## config.mk

```make
export PLATFORM = sky130hd
export DESIGN_NAME = nvm_update_seq
export DESIGN_NICKNAME = d
export VERILOG_FILES = /design/src/rtl/nvm_update_pkg.sv /design/src/rtl/nvm_pulse_timer.sv /design/src/rtl/nvm_addr_ctr.sv /design/src/rtl/nvm_retry_ctr.sv /design/src/rtl/nvm_seq_fsm.sv /design/src/rtl/nvm_update_seq.sv
export SDC_FILE = /design/constraint.sdc
export NUM_CORES = 1
export LEC_CHECK = 0
export ABC_AREA = 1
export BUFFER_PORTS_ARGS = -buffer_cell sky130_fd_sc_hd__buf_2
export CAP_MARGIN = 10
export CORE_MARGIN = 1.5
export CORE_UTILIZATION = 50
export DETAILED_ROUTE_END_ITERATION = 6
export PLACE_DENSITY_LB_ADDON = 0.3
export REMOVE_ABC_BUFFERS = 1
export SYNTH_ARGS = -nofsm -noshare
export SYNTH_HDL_FRONTEND = slang
export SYNTH_SLANG_ARGS = --single-unit
```

## constraint.sdc

```tcl
create_clock -name clk -period 2.8 [get_ports clk]
set_input_delay 0.28 -clock clk [delete_from_list [all_inputs] [get_ports clk]]
set_output_delay 0.28 -clock clk [all_outputs]
set_load 0.02 [all_outputs]
```

## src/rtl/nvm_update_pkg.sv

```systemverilog
// Shared types for the update sequencer.
// Assumes: the supply-level requests are plain codes decoded outside the block.
package nvm_update_pkg;

    localparam logic [1:0] HV_OFF   = 2'd0;
    localparam logic [1:0] HV_PROG  = 2'd1;
    localparam logic [1:0] HV_ERASE = 2'd2;

    typedef enum logic [3:0] {
        ST_IDLE,
        ST_ER_SET,
        ST_ER_PUL,
        ST_ER_HLD,
        ST_EV_SET,
        ST_EV_RD,
        ST_PG_GET,
        ST_PG_SET,
        ST_PG_PUL,
        ST_PG_HLD,
        ST_PV_SET,
        ST_PV_RD,
        ST_DONE,
        ST_FAIL
    } seq_state_e;

    typedef struct packed {
        logic       ce_n;
        logic       oe_n;
        logic [1:0] hv;
        logic       a9;
        logic       dout_en;
        logic       src_ready;
        logic       done;
        logic       error;
    } pin_drive_t;

endpackage

```

## src/rtl/nvm_pulse_timer.sv

```systemverilog
// Down-counter that times a strobe pulse in clock cycles.
// Assumes: load is a single cycle; after load, expired rises once len cycles
// (len 0 treated as 1) have been counted, counting the first cycle after load.
module nvm_pulse_timer #(
    parameter int CNT_W = 16
) (
    input  logic             clk,
    input  logic             rst_n,
    input  logic             load,
    input  logic [CNT_W-1:0] len,
    output logic             expired
);

    logic [CNT_W-1:0] cnt_q;

    // Load the remaining length, then count down to zero and hold there.
    always_ff @(posedge clk) begin
        if (!rst_n) begin
            cnt_q <= '0;
        end else if (load) begin
            cnt_q <= (len == '0) ? '0 : len - 1'b1;
        end else if (cnt_q != '0) begin
            cnt_q <= cnt_q - 1'b1;
        end
    end

    assign expired = (cnt_q == '0);

endmodule

```

## src/rtl/nvm_addr_ctr.sv

```systemverilog
// Ascending address counter for the erase check and the program pass.
// Assumes: clr has priority over inc.
module nvm_addr_ctr #(
    parameter int ADDR_W = 16
) (
    input  logic              clk,
    input  logic              rst_n,
    input  logic              clr,
    input  logic              inc,
    output logic [ADDR_W-1:0] addr,
    output logic              last
);

    logic [ADDR_W-1:0] addr_q;

    // Hold, clear or step the current address.
    always_ff @(posedge clk) begin
        if (!rst_n) begin
            addr_q <= '0;
        end else if (clr) begin
            addr_q <= '0;
        end else if (inc) begin
            addr_q <= addr_q + 1'b1;
        end
    end

    assign addr = addr_q;
    assign last = &addr_q;

endmodule

```

## src/rtl/nvm_retry_ctr.sv

```systemverilog
// Counts extra program pulses spent on the current address.
// Assumes: clr at each new address; hit means no further pulse is allowed.
module nvm_retry_ctr #(
    parameter int RETRY_W = 4
) (
    input  logic               clk,
    input  logic               rst_n,
    input  logic               clr,
    input  logic               inc,
    input  logic [RETRY_W-1:0] limit,
    output logic               hit
);

    logic [RETRY_W-1:0] cnt_q;

    // Track retries taken for this address.
    always_ff @(posedge clk) begin
        if (!rst_n) begin
            cnt_q <= '0;
        end else if (clr) begin
            cnt_q <= '0;
        end else if (inc) begin
            cnt_q <= cnt_q + 1'b1;
        end
    end

    assign hit = (cnt_q == limit);

endmodule

```

## src/rtl/nvm_seq_fsm.sv

```systemverilog
// Control state machine for erase, erase check, program and program check.
// Pin drives are registered from the next-state decode, so every pin is glitch
// free and matches the state register in the same cycle.
// Assumes: rd_ok is valid in the read states; tmr_exp, addr_last and rty_hit
// come from registered counters.
module nvm_seq_fsm
    import nvm_update_pkg::*;
(
    input  logic       clk,
    input  logic       rst_n,
    input  logic       start,
    input  logic       src_valid,
    input  logic       rd_ok,
    input  logic       tmr_exp,
    input  logic       addr_last,
    input  logic       rty_hit,
    output pin_drive_t pins,
    output logic       tmr_load,
    output logic       tmr_erase,
    output logic       addr_clr,
    output logic       addr_inc,
    output logic       rty_clr,
    output logic       rty_inc,
    output logic       byte_load,
    output logic       err_latch,
    output logic       chk_erased
);

    seq_state_e state_q, state_d;
    logic       ers_retried_q, ers_retried_d;
    pin_drive_t pins_q;

    // Pin levels that belong to each state.
    function automatic pin_drive_t decode(input seq_state_e st);
        pin_drive_t p;
        p = '{ce_n: 1'b1, oe_n: 1'b1, hv: HV_OFF, a9: 1'b0, dout_en: 1'b0,
              src_ready: 1'b0, done: 1'b0, error: 1'b0};
        case (st)
            ST_ER_SET, ST_ER_HLD: begin
                p.hv = HV_ERASE; p.a9 = 1'b1; p.dout_en = 1'b1;
            end
            ST_ER_PUL: begin
                p.hv = HV_ERASE; p.a9 = 1'b1; p.dout_en = 1'b1; p.ce_n = 1'b0;
            end
            ST_EV_SET, ST_EV_RD, ST_PV_SET, ST_PV_RD: begin
                p.ce_n = 1'b0; p.oe_n = 1'b0;
            end
            ST_PG_SET, ST_PG_HLD: begin
                p.hv = HV_PROG; p.dout_en = 1'b1;
            end
            ST_PG_PUL: begin
                p.hv = HV_PROG; p.dout_en = 1'b1; p.ce_n = 1'b0;
            end
            ST_PG_GET: p.src_ready = 1'b1;
            ST_DONE:   p.done = 1'b1;
            ST_FAIL:   p.error = 1'b1;
            default:   p = p;
        endcase
        return p;
    endfunction

    // Next state and the strobes to the counters.
    always_comb begin
        state_d       = state_q;
        ers_retried_d = ers_retried_q;
        tmr_load      = 1'b0;
        tmr_erase     = 1'b0;
        addr_clr      = 1'b0;
        addr_inc      = 1'b0;
        rty_clr       = 1'b0;
        rty_inc       = 1'b0;
        byte_load     = 1'b0;
        err_latch     = 1'b0;
        case (state_q)
            ST_IDLE, ST_DONE, ST_FAIL: begin
                if (start) begin
                    state_d       = ST_ER_SET;
                    ers_retried_d = 1'b0;
                    addr_clr      = 1'b1;
                end
            end
            ST_ER_SET: begin
                tmr_load  = 1'b1;
                tmr_erase = 1'b1;
                state_d   = ST_ER_PUL;
            end
            ST_ER_PUL: if (tmr_exp) state_d = ST_ER_HLD;
            ST_ER_HLD: state_d = ST_EV_SET;
            ST_EV_SET: state_d = ST_EV_RD;
            ST_EV_RD: begin
                if (!rd_ok) begin
                    if (!ers_retried_q) begin
                        ers_retried_d = 1'b1;
                        addr_clr      = 1'b1;
                        state_d       = ST_ER_SET;
                    end else begin
                        err_latch = 1'b1;
                        state_d   = ST_FAIL;
                    end
                end else if (addr_last) begin
                    addr_clr = 1'b1;
                    state_d  = ST_PG_GET;
                end else begin
                    addr_inc = 1'b1;
                    state_d  = ST_EV_SET;
                end
            end
            ST_PG_GET: begin
                if (src_valid) begin
                    byte_load = 1'b1;
                    rty_clr   = 1'b1;
                    state_d   = ST_PG_SET;
                end
            end
            ST_PG_SET: begin
                tmr_load = 1'b1;
                state_d  = ST_PG_PUL;
            end
            ST_PG_PUL: if (tmr_exp) state_d = ST_PG_HLD;
            ST_PG_HLD: state_d = ST_PV_SET;
            ST_PV_SET: state_d = ST_PV_RD;
            ST_PV_RD: begin
                if (rd_ok) begin
                    if (addr_last) begin
                        state_d = ST_DONE;
                    end else begin
                        addr_inc = 1'b1;
                        state_d  = ST_PG_GET;
                    end
                end else if (rty_hit) begin
                    err_latch = 1'b1;
                    state_d   = ST_FAIL;
                end else begin
                    rty_inc = 1'b1;
                    state_d = ST_PG_SET;
                end
            end
            default: state_d = ST_IDLE;
        endcase
    end

    // State, erase-retry flag and registered pin drives.
    always_ff @(posedge clk) begin
        if (!rst_n) begin
            state_q       <= ST_IDLE;
            ers_retried_q <= 1'b0;
            pins_q        <= decode(ST_IDLE);
        end else begin
            state_q       <= state_d;
            ers_retried_q <= ers_retried_d;
            pins_q        <= decode(state_d);
        end
    end

    assign pins       = pins_q;
    assign chk_erased = (state_q == ST_EV_RD);

endmodule

```

## src/rtl/nvm_update_seq.sv

```systemverilog
// Top of the update sequencer: erases the whole array, checks it, then
// programs and checks one streamed byte per ascending address.
// Assumes: cfg_* stay constant during a run; mem_din shows the addressed byte
// by the second cycle of a read.
module nvm_update_seq
    import nvm_update_pkg::*;
#(
    parameter int ADDR_W  = 16,
    parameter int DATA_W  = 8,
    parameter int PULSE_W = 16,
    parameter int RETRY_W = 4
) (
    input  logic               clk,
    input  logic               rst_n,
    input  logic               start,
    input  logic [PULSE_W-1:0] cfg_erase_len,
    input  logic [PULSE_W-1:0] cfg_prog_len,
    input  logic [RETRY_W-1:0] cfg_retry_max,
    input  logic [DATA_W-1:0]  src_data,
    input  logic               src_valid,
    output logic               src_ready,
    output logic [ADDR_W-1:0]  mem_addr,
    output logic [DATA_W-1:0]  mem_dout,
    output logic               mem_dout_en,
    input  logic [DATA_W-1:0]  mem_din,
    output logic               mem_ce_n,
    output logic               mem_oe_n,
    output logic [1:0]         mem_hv_lvl,
    output logic               mem_a9_hv,
    output logic               done,
    output logic               error,
    output logic [ADDR_W-1:0]  err_addr
);

    localparam logic [DATA_W-1:0] ALL_ONES = {DATA_W{1'b1}};

    pin_drive_t         pins;
    logic               tmr_load, tmr_erase, tmr_exp;
    logic               addr_clr, addr_inc, addr_last;
    logic               rty_clr, rty_inc, rty_hit;
    logic               byte_load, err_latch, chk_erased, rd_ok;
    logic [ADDR_W-1:0]  addr;
    logic [PULSE_W-1:0] tmr_len;
    logic [DATA_W-1:0]  byte_q;
    logic [ADDR_W-1:0]  err_addr_q;

    assign tmr_len = tmr_erase ? cfg_erase_len : cfg_prog_len;
    assign rd_ok   = (mem_din == (chk_erased ? ALL_ONES : byte_q));

    nvm_seq_fsm u_fsm (
        .clk        (clk),
        .rst_n      (rst_n),
        .start      (start),
        .src_valid  (src_valid),
        .rd_ok      (rd_ok),
        .tmr_exp    (tmr_exp),
        .addr_last  (addr_last),
        .rty_hit    (rty_hit),
        .pins       (pins),
        .tmr_load   (tmr_load),
        .tmr_erase  (tmr_erase),
        .addr_clr   (addr_clr),
        .addr_inc   (addr_inc),
        .rty_clr    (rty_clr),
        .rty_inc    (rty_inc),
        .byte_load  (byte_load),
        .err_latch  (err_latch),
        .chk_erased (chk_erased)
    );

    nvm_pulse_timer #(.CNT_W(PULSE_W)) u_timer (
        .clk     (clk),
        .rst_n   (rst_n),
        .load    (tmr_load),
        .len     (tmr_len),
        .expired (tmr_exp)
    );

    nvm_addr_ctr #(.ADDR_W(ADDR_W)) u_addr (
        .clk   (clk),
        .rst_n (rst_n),
        .clr   (addr_clr),
        .inc   (addr_inc),
        .addr  (addr),
        .last  (addr_last)
    );

    nvm_retry_ctr #(.RETRY_W(RETRY_W)) u_retry (
        .clk   (clk),
        .rst_n (rst_n),
        .clr   (rty_clr),
        .inc   (rty_inc),
        .limit (cfg_retry_max),
        .hit   (rty_hit)
    );

    // Capture the source byte when it is taken.
    always_ff @(posedge clk) begin
        if (!rst_n) begin
            byte_q <= '0;
        end else if (byte_load) begin
            byte_q <= src_data;
        end
    end

    // Record the address of a final verify failure.
    always_ff @(posedge clk) begin
        if (!rst_n) begin
            err_addr_q <= '0;
        end else if (err_latch) begin
            err_addr_q <= addr;
        end
    end

    assign mem_addr    = addr;
    assign mem_dout    = (pins.hv == HV_ERASE) ? ALL_ONES : byte_q;
    assign mem_dout_en = pins.dout_en;
    assign mem_ce_n    = pins.ce_n;
    assign mem_oe_n    = pins.oe_n;
    assign mem_hv_lvl  = pins.hv;
    assign mem_a9_hv   = pins.a9;
    assign src_ready   = pins.src_ready;
    assign done        = pins.done;
    assign error       = pins.error;
    assign err_addr    = err_addr_q;

endmodule

```

* Word level (Yosys, flattened, before mapping)
Cells that the tools add are included.
** Operators by class
- Add/sub/neg operators :: 4
- Equal/unequal tests :: 31
- Reductions and logical operators :: 18
- Multiplexer cells :: 48
- Bitwise logic cells :: 1
** Operators with widths (count)
- $mux 16 :: 4
- $eq 4x4->1 const B :: 12
- $pmux 4 s12 :: 1
- $mux 4 :: 9
- $eq 4x3->1 const B :: 8
- $logic_not 16->1 :: 2
- $sub 16x1->16 const B :: 2
- $mux 1 :: 27
- $add 16x1->16 const B :: 1
- $eq 4x2->1 const B :: 4
- $mux 8 :: 2
- $reduce_and 16->1 :: 1
- $reduce_bool 16->1 :: 1
- $reduce_or 6->1 :: 2
- $reduce_or 3->1 :: 3
- $eq 4x1->1 const B :: 2
- $eq 8x8->1 :: 1
- $reduce_or 2->1 :: 4
- $pmux 1 s2 :: 3
- $add 4x1->4 const B :: 1
- $eq 4x4->1 :: 1
- $logic_not 4->1 :: 1
- $ne 2x2->1 const B :: 2
- $pmux 2 s2 :: 1
- 6 further kinds :: 7
** Word-level totals
- Output and inout port bits :: 49
- Register bits after elaboration :: 74

* Depth between registers and ports, before layout
- Depth in word-level cells :: 8
- Mapped depth :: 20

* Cells and area by module
From an unflattened synthesis, not the netlist that was laid out.
** Second synthesis, totals
- Cells, all modules :: 722
- Area total of the unflattened synthesis :: 4793.3 sq um
** By module, submodules not included
- nvm_pulse_timer :: area each 1557.7 sq um, sequential area each 320.3 sq um, instances 1, cells each 263
- nvm_update_seq :: area each 1290.0 sq um, sequential area each 480.5 sq um, instances 1, cells each 165
- nvm_addr_ctr :: area each 863.3 sq um, sequential area each 320.3 sq um, instances 1, cells each 130
- nvm_seq_fsm :: area each 849.6 sq um, sequential area each 280.3 sq um, instances 1, cells each 129
- nvm_retry_ctr :: area each 232.7 sq um, sequential area each 80.1 sq um, instances 1, cells each 35

* Worst setup path before layout
Ideal clock, no wire load.
- Kind :: register to register
- Start :: reg u_fsm.state_q[3]
- End :: reg u_timer.cnt_q[10]
- Setup slack :: 493 ps
- Path buffers :: 2
- Cell stages (with the launch flop) :: 16
- Required time :: 2672 ps
- Period minus slack after synthesis :: 2307 ps
- Library setup time :: 128 ps
- Arrival time :: 2180 ps
- Path through :: dfxtp_1 inv_1 ha_1 nand3_2 buf_4 nand2_1 o21ai_2 ha_1 nand2_1 nor2_1 nand4_1 o21ai_2 inv_2 buf_6 a21oi_2 nor2_1
** On the way
- Cells in the longest elaborated chain, start to end :: 6
- Elaborated cells on any way between the ends :: 11
- Classes of those cells :: add/sub: 1; eq/ne: 2; mux: 5; reduce/logical: 3
** RTL lines
- start, declared :: line nvm_seq_fsm.sv:29 : seq_state_e state_q, state_d;
- start signal, assigned :: line nvm_seq_fsm.sv:149 : state_q <= state_d;
- $eq 4x1->1 :: line nvm_seq_fsm.sv:74 : case (state_q)
- $mux 1 :: line nvm_seq_fsm.sv:74
- $mux 16 :: line nvm_update_seq.sv:47 : assign tmr_len = tmr_erase ? cfg_erase_len : cfg_prog_len;
- $sub 16x1->16 / $logic_not 16->1 (equally long branches) :: line nvm_pulse_timer.sv:21 : cnt_q <= (len == '0) ? '0 : len - 1'b1;
- $mux 16 :: line nvm_pulse_timer.sv:21
- $mux 16 :: line nvm_pulse_timer.sv:20 : end else if (load) begin
- end signal, assigned :: line nvm_pulse_timer.sv:21
- end signal, assigned :: line nvm_pulse_timer.sv:23 : cnt_q <= cnt_q - 1'b1;
- end, declared :: line nvm_pulse_timer.sv:14 : logic [CNT_W-1:0] cnt_q;
Parallel ways exist; a longest one is shown, timed or not.
A chain may end at the register's enable or synchronous reset.

* Worst setup path in the final report
- Start :: reg u_fsm.state_q[3]
- End :: reg u_timer.cnt_q[12]
Same word-level chain as after synthesis.

==> summary.txt <==
Logic synthesis
  • Syn_area_per_cell: 6.56 um^2
  • Synth unique cells: 40
  • Top cell type's share of synthesized area: 0.324
  • Post-synthesis sequential area ratio: 0.324
  • Syn. warnings: 0
  • Area contributors post-synth: dfxtp_1 32%, nand2_1 14%, inv_1 7.8%
  • Main flop type after synthesis: dfxtp_1
  • Async S/R FF share, synth: 0
  • EDFF count, synth: 0
  • Synth area leader: dfxtp_1
  • Post-Synthesis Cell Area: 4580 um^2
  • #FFs+latches synth: 74
  • Gate count after technology mapping: 698

GRT
  • Number of global-route vias before repair: 4,231
  • First-pass GRT wire length: 18,000 um
  • Gr ovfl total: 0
  • Grt met1 use: 0.283
  • Initial antenna violation count: 0
  • Grt peak-use layer: met2
  • GRT Total Usage: 0.222
  • Routing usage on met3: 0.0333
  • Largest net degree at the start of global routing: 31
  • Met2 Usage GRT: 0.380

STA
  • Fin crit period: 2510 ps
  • Slew @ Worst Pin: 714 ps
  • Highest achievable clock rate: 399 MHz
  • Final setup vio count: 0
  • Fin. Hold Viols: 0
  • Min Hold Slack: 208 ps
  • Tcrit/Tclk final: 0.895
  • Worst slew margin: 0.524
  • Unrepaired setup endpoints after global routing: no
  • TNS Setup: 0 ps
  • Max Slew Vio Count: 0
  • Clk_skew: 6.05 ps

Floorplan
  • Initial core utilization: 0.520
  • Core Area: 8810 um^2
  • Die area: 9740 um^2
  • Die height: 98.7 um
  • Die width: 98.7 um
  • I/O pin cnt: 105
  • Rows: 34

Worst setup path
  • Reg2reg setup slack: 290 ps
  • R2R Path End: u_timer.cnt_q[12]
  • Reg2Reg Depth: 12
  • Worst EP arrival: 2720 ps
  • Crit path launch type: flop
  • Worst setup EP type: flop
  • Crit path kind: flop to flop
  • R2r startpoint: u_fsm.state_q[3]
  • Crit path max fanout: 15
  • Critical path data required time: 3020 ps
  • Crit path from: u_fsm.state_q[3]

Clocking
  • CTS max path bufs: 2
  • H-tree depth: 3
  • Later-pin clock latency in the skew report: 350 ps
  • CTS tree: done
  • Clock-pin slew on the worst setup and hold paths: 80 ps
  • CTS root buf: clkbuf_8
  • Hold-fix buffers, CTS: 0
  • CTS Buf Count: 9
  • Sink Count: 74

Place
  • RePlAce Congestion: 0.890
  • Post-placement cell count: 897
  • DP HPWL: 8250 um
  • Port bufs: 104

Status
  • Status: complete, but fails checks
  • Failing checks: DRC

Finish
  • Fin cells: 912
  • Final #Nets: 864
  • Layout cells sized above 1: 0.218
  • P&R area growth vs syn: 17.3%
  • N_diodes: 0

Power and ir drop
  • Lkg Pwr: 2.58 nW
  • Peak supply drop: 0.398 mV
  • Total Power: 0.00414 W
  • PD cells: 772 nW/um^2

Detailed routing
  • Routed vias/inst: 5.11
  • Initial DRC count: 207
  • DR vias: 4,660
  • DRC Markers: 6
  • Routed Antenna Nets: 0
  • Drt total wl: 10,600 um
  • WL/cell: 11.6 um
  • First-pass detailed-route iteration total: 7

Flow run
  • Max Cap Viol: 0

Hold path
  • Type of the most critical hold path: input port to flop
  • Hold depth: 3
  • Min-Delay Startpoint: src_data[0]
  • WHS Endpoint: byte_q[0]
-- worst max-delay path by stage --
stage	to	cells past startpoint
CTS	u_timer.cnt_q[14]	12
floorplan	err_addr[15]	15
finish	u_timer.cnt_q[12]	12
global route	u_timer.cnt_q[12]	12
detailed placement	u_timer.cnt_q[12]	12
global placement	u_timer.cnt_q[14]	12
-- per-stage QoR --
step | setup slack, ps | utilization | cell area, um^2
floorplan | 11.6 | - | 4470
global placement | 321 | 0.586 | 5160
detailed placement | 118 | 0.586 | 5160
CTS | 93.4 | 0.608 | 5360
global route | 43.5 | 0.610 | 5370
finish | 295 | 0.610 | 5370
-- worst max-delay path: stages (launching register included) --
cell and delay (ps):
dfxtp_1 360, inv_1 140, ha_2 250, nand3_4 170, o21ai_2 200, ha_1 250, nand2_1 110, nor2_2 170
nand4_1 180, o21ai_2 180, inv_2 140, a22oi_1 170, nor2_1 70
-- cells by family after synthesis --
| kind of cell | count (synthesis) | synth area share |
|---|---|---|
| simple gates | 358 | 0.356 |
| mux | 1 | 0.00219 |
| flops | 74 | 0.324 |
| compound gates | 106 | 0.134 |
| xor+xnor | 27 | 0.0517 |
| fa+ha+maj | 8 | 0.0219 |
| buf+inv | 124 | 0.111 |
-- per-layer routing --
metal  vias to the layer above  wire length, um
li1                       2440                -
met1                      2074             4900
met2                       132             5020
met3                        14              532
met4                         0              150
met5                         -                0
-- state kept, by name, summed over array words and instances, names as in the netlist --
name                 count
u_fsm.pins               9
u_addr.addr             16
byte_q                   8
u_retry.cnt_q            4
err_addr                16
u_fsm.state_q            4
u_timer.cnt_q           16
u_fsm.ers_retried_q      1
-- final cells by class --
type	count	area (um^2)
clock buffer	9	124
clock inverter	6	68.8
fill	845	3430
inverter	106	398
multi-input combinational	500	2610
sequential	74	1480
tap	108	135
timing repair buffer	109	558
-- cells in the mapped netlist, types with 4 or more instances --
cell,instances
nand2_1,172
inv_1,95
nor2_1,78
dfxtp_1,74
a21oi_1,41
nand3_1,34
o21ai_0,21
xor2_1,21
nand4_1,15
nor3_1,15
a211oi_1,13
inv_2,11
o21ai_1,11
ha_1,8
nand3b_1,8
clkbuf_1,7
a31oi_1,6
nand2_2,6
or2_2,6
xnor2_1,6
buf_2,5
nor2_4,5
o21ai_2,5
buf_6,4
nor2_2,4
-- power breakdown --
part | leakage (nW) | internal (W) | total (W) | switching, W
registers | 0.601 | 0.00120 | 0.00132 | 0.000120
logic | 1.88 | 0.000698 | 0.00201 | 0.00131
clock network | 0.0953 | 0.000409 | 0.000815 | 0.000406
total | 2.58 | 0.00230 | 0.00414 | 0.00184
-- layout by cell type (no fill, tap or decap), types with 3 or more instances in the layout --
cell type and n:
a211oi_1 13, o21ai_1 10, nor2_2 5, nor3_2 3
a21oi_1 41, nand3_1 34, inv_2 11, buf_4 5
xnor2_1 6, nand2_1 172, nand3b_1 8, or2_2 6
o21ai_0 21, xor2_1 21, nor2_1 77, nor4_1 3
clkbuf_8 9, inv_1 95, nand2_2 6, o21ai_2 6
a31oi_1 6, ha_1 6, nand4_1 15, nor2_4 5
clkinv_4 3, nor3_1 15, buf_2 104, dfxtp_1 74
-- what timing repair did --
item / in CTS / in global routing
endpoints found under the setup margin: 0 / 17
buffers inserted: 0 / 0
gates resized for setup: 0 / 4
Note: power is estimated with default switching activity, not from simulation.
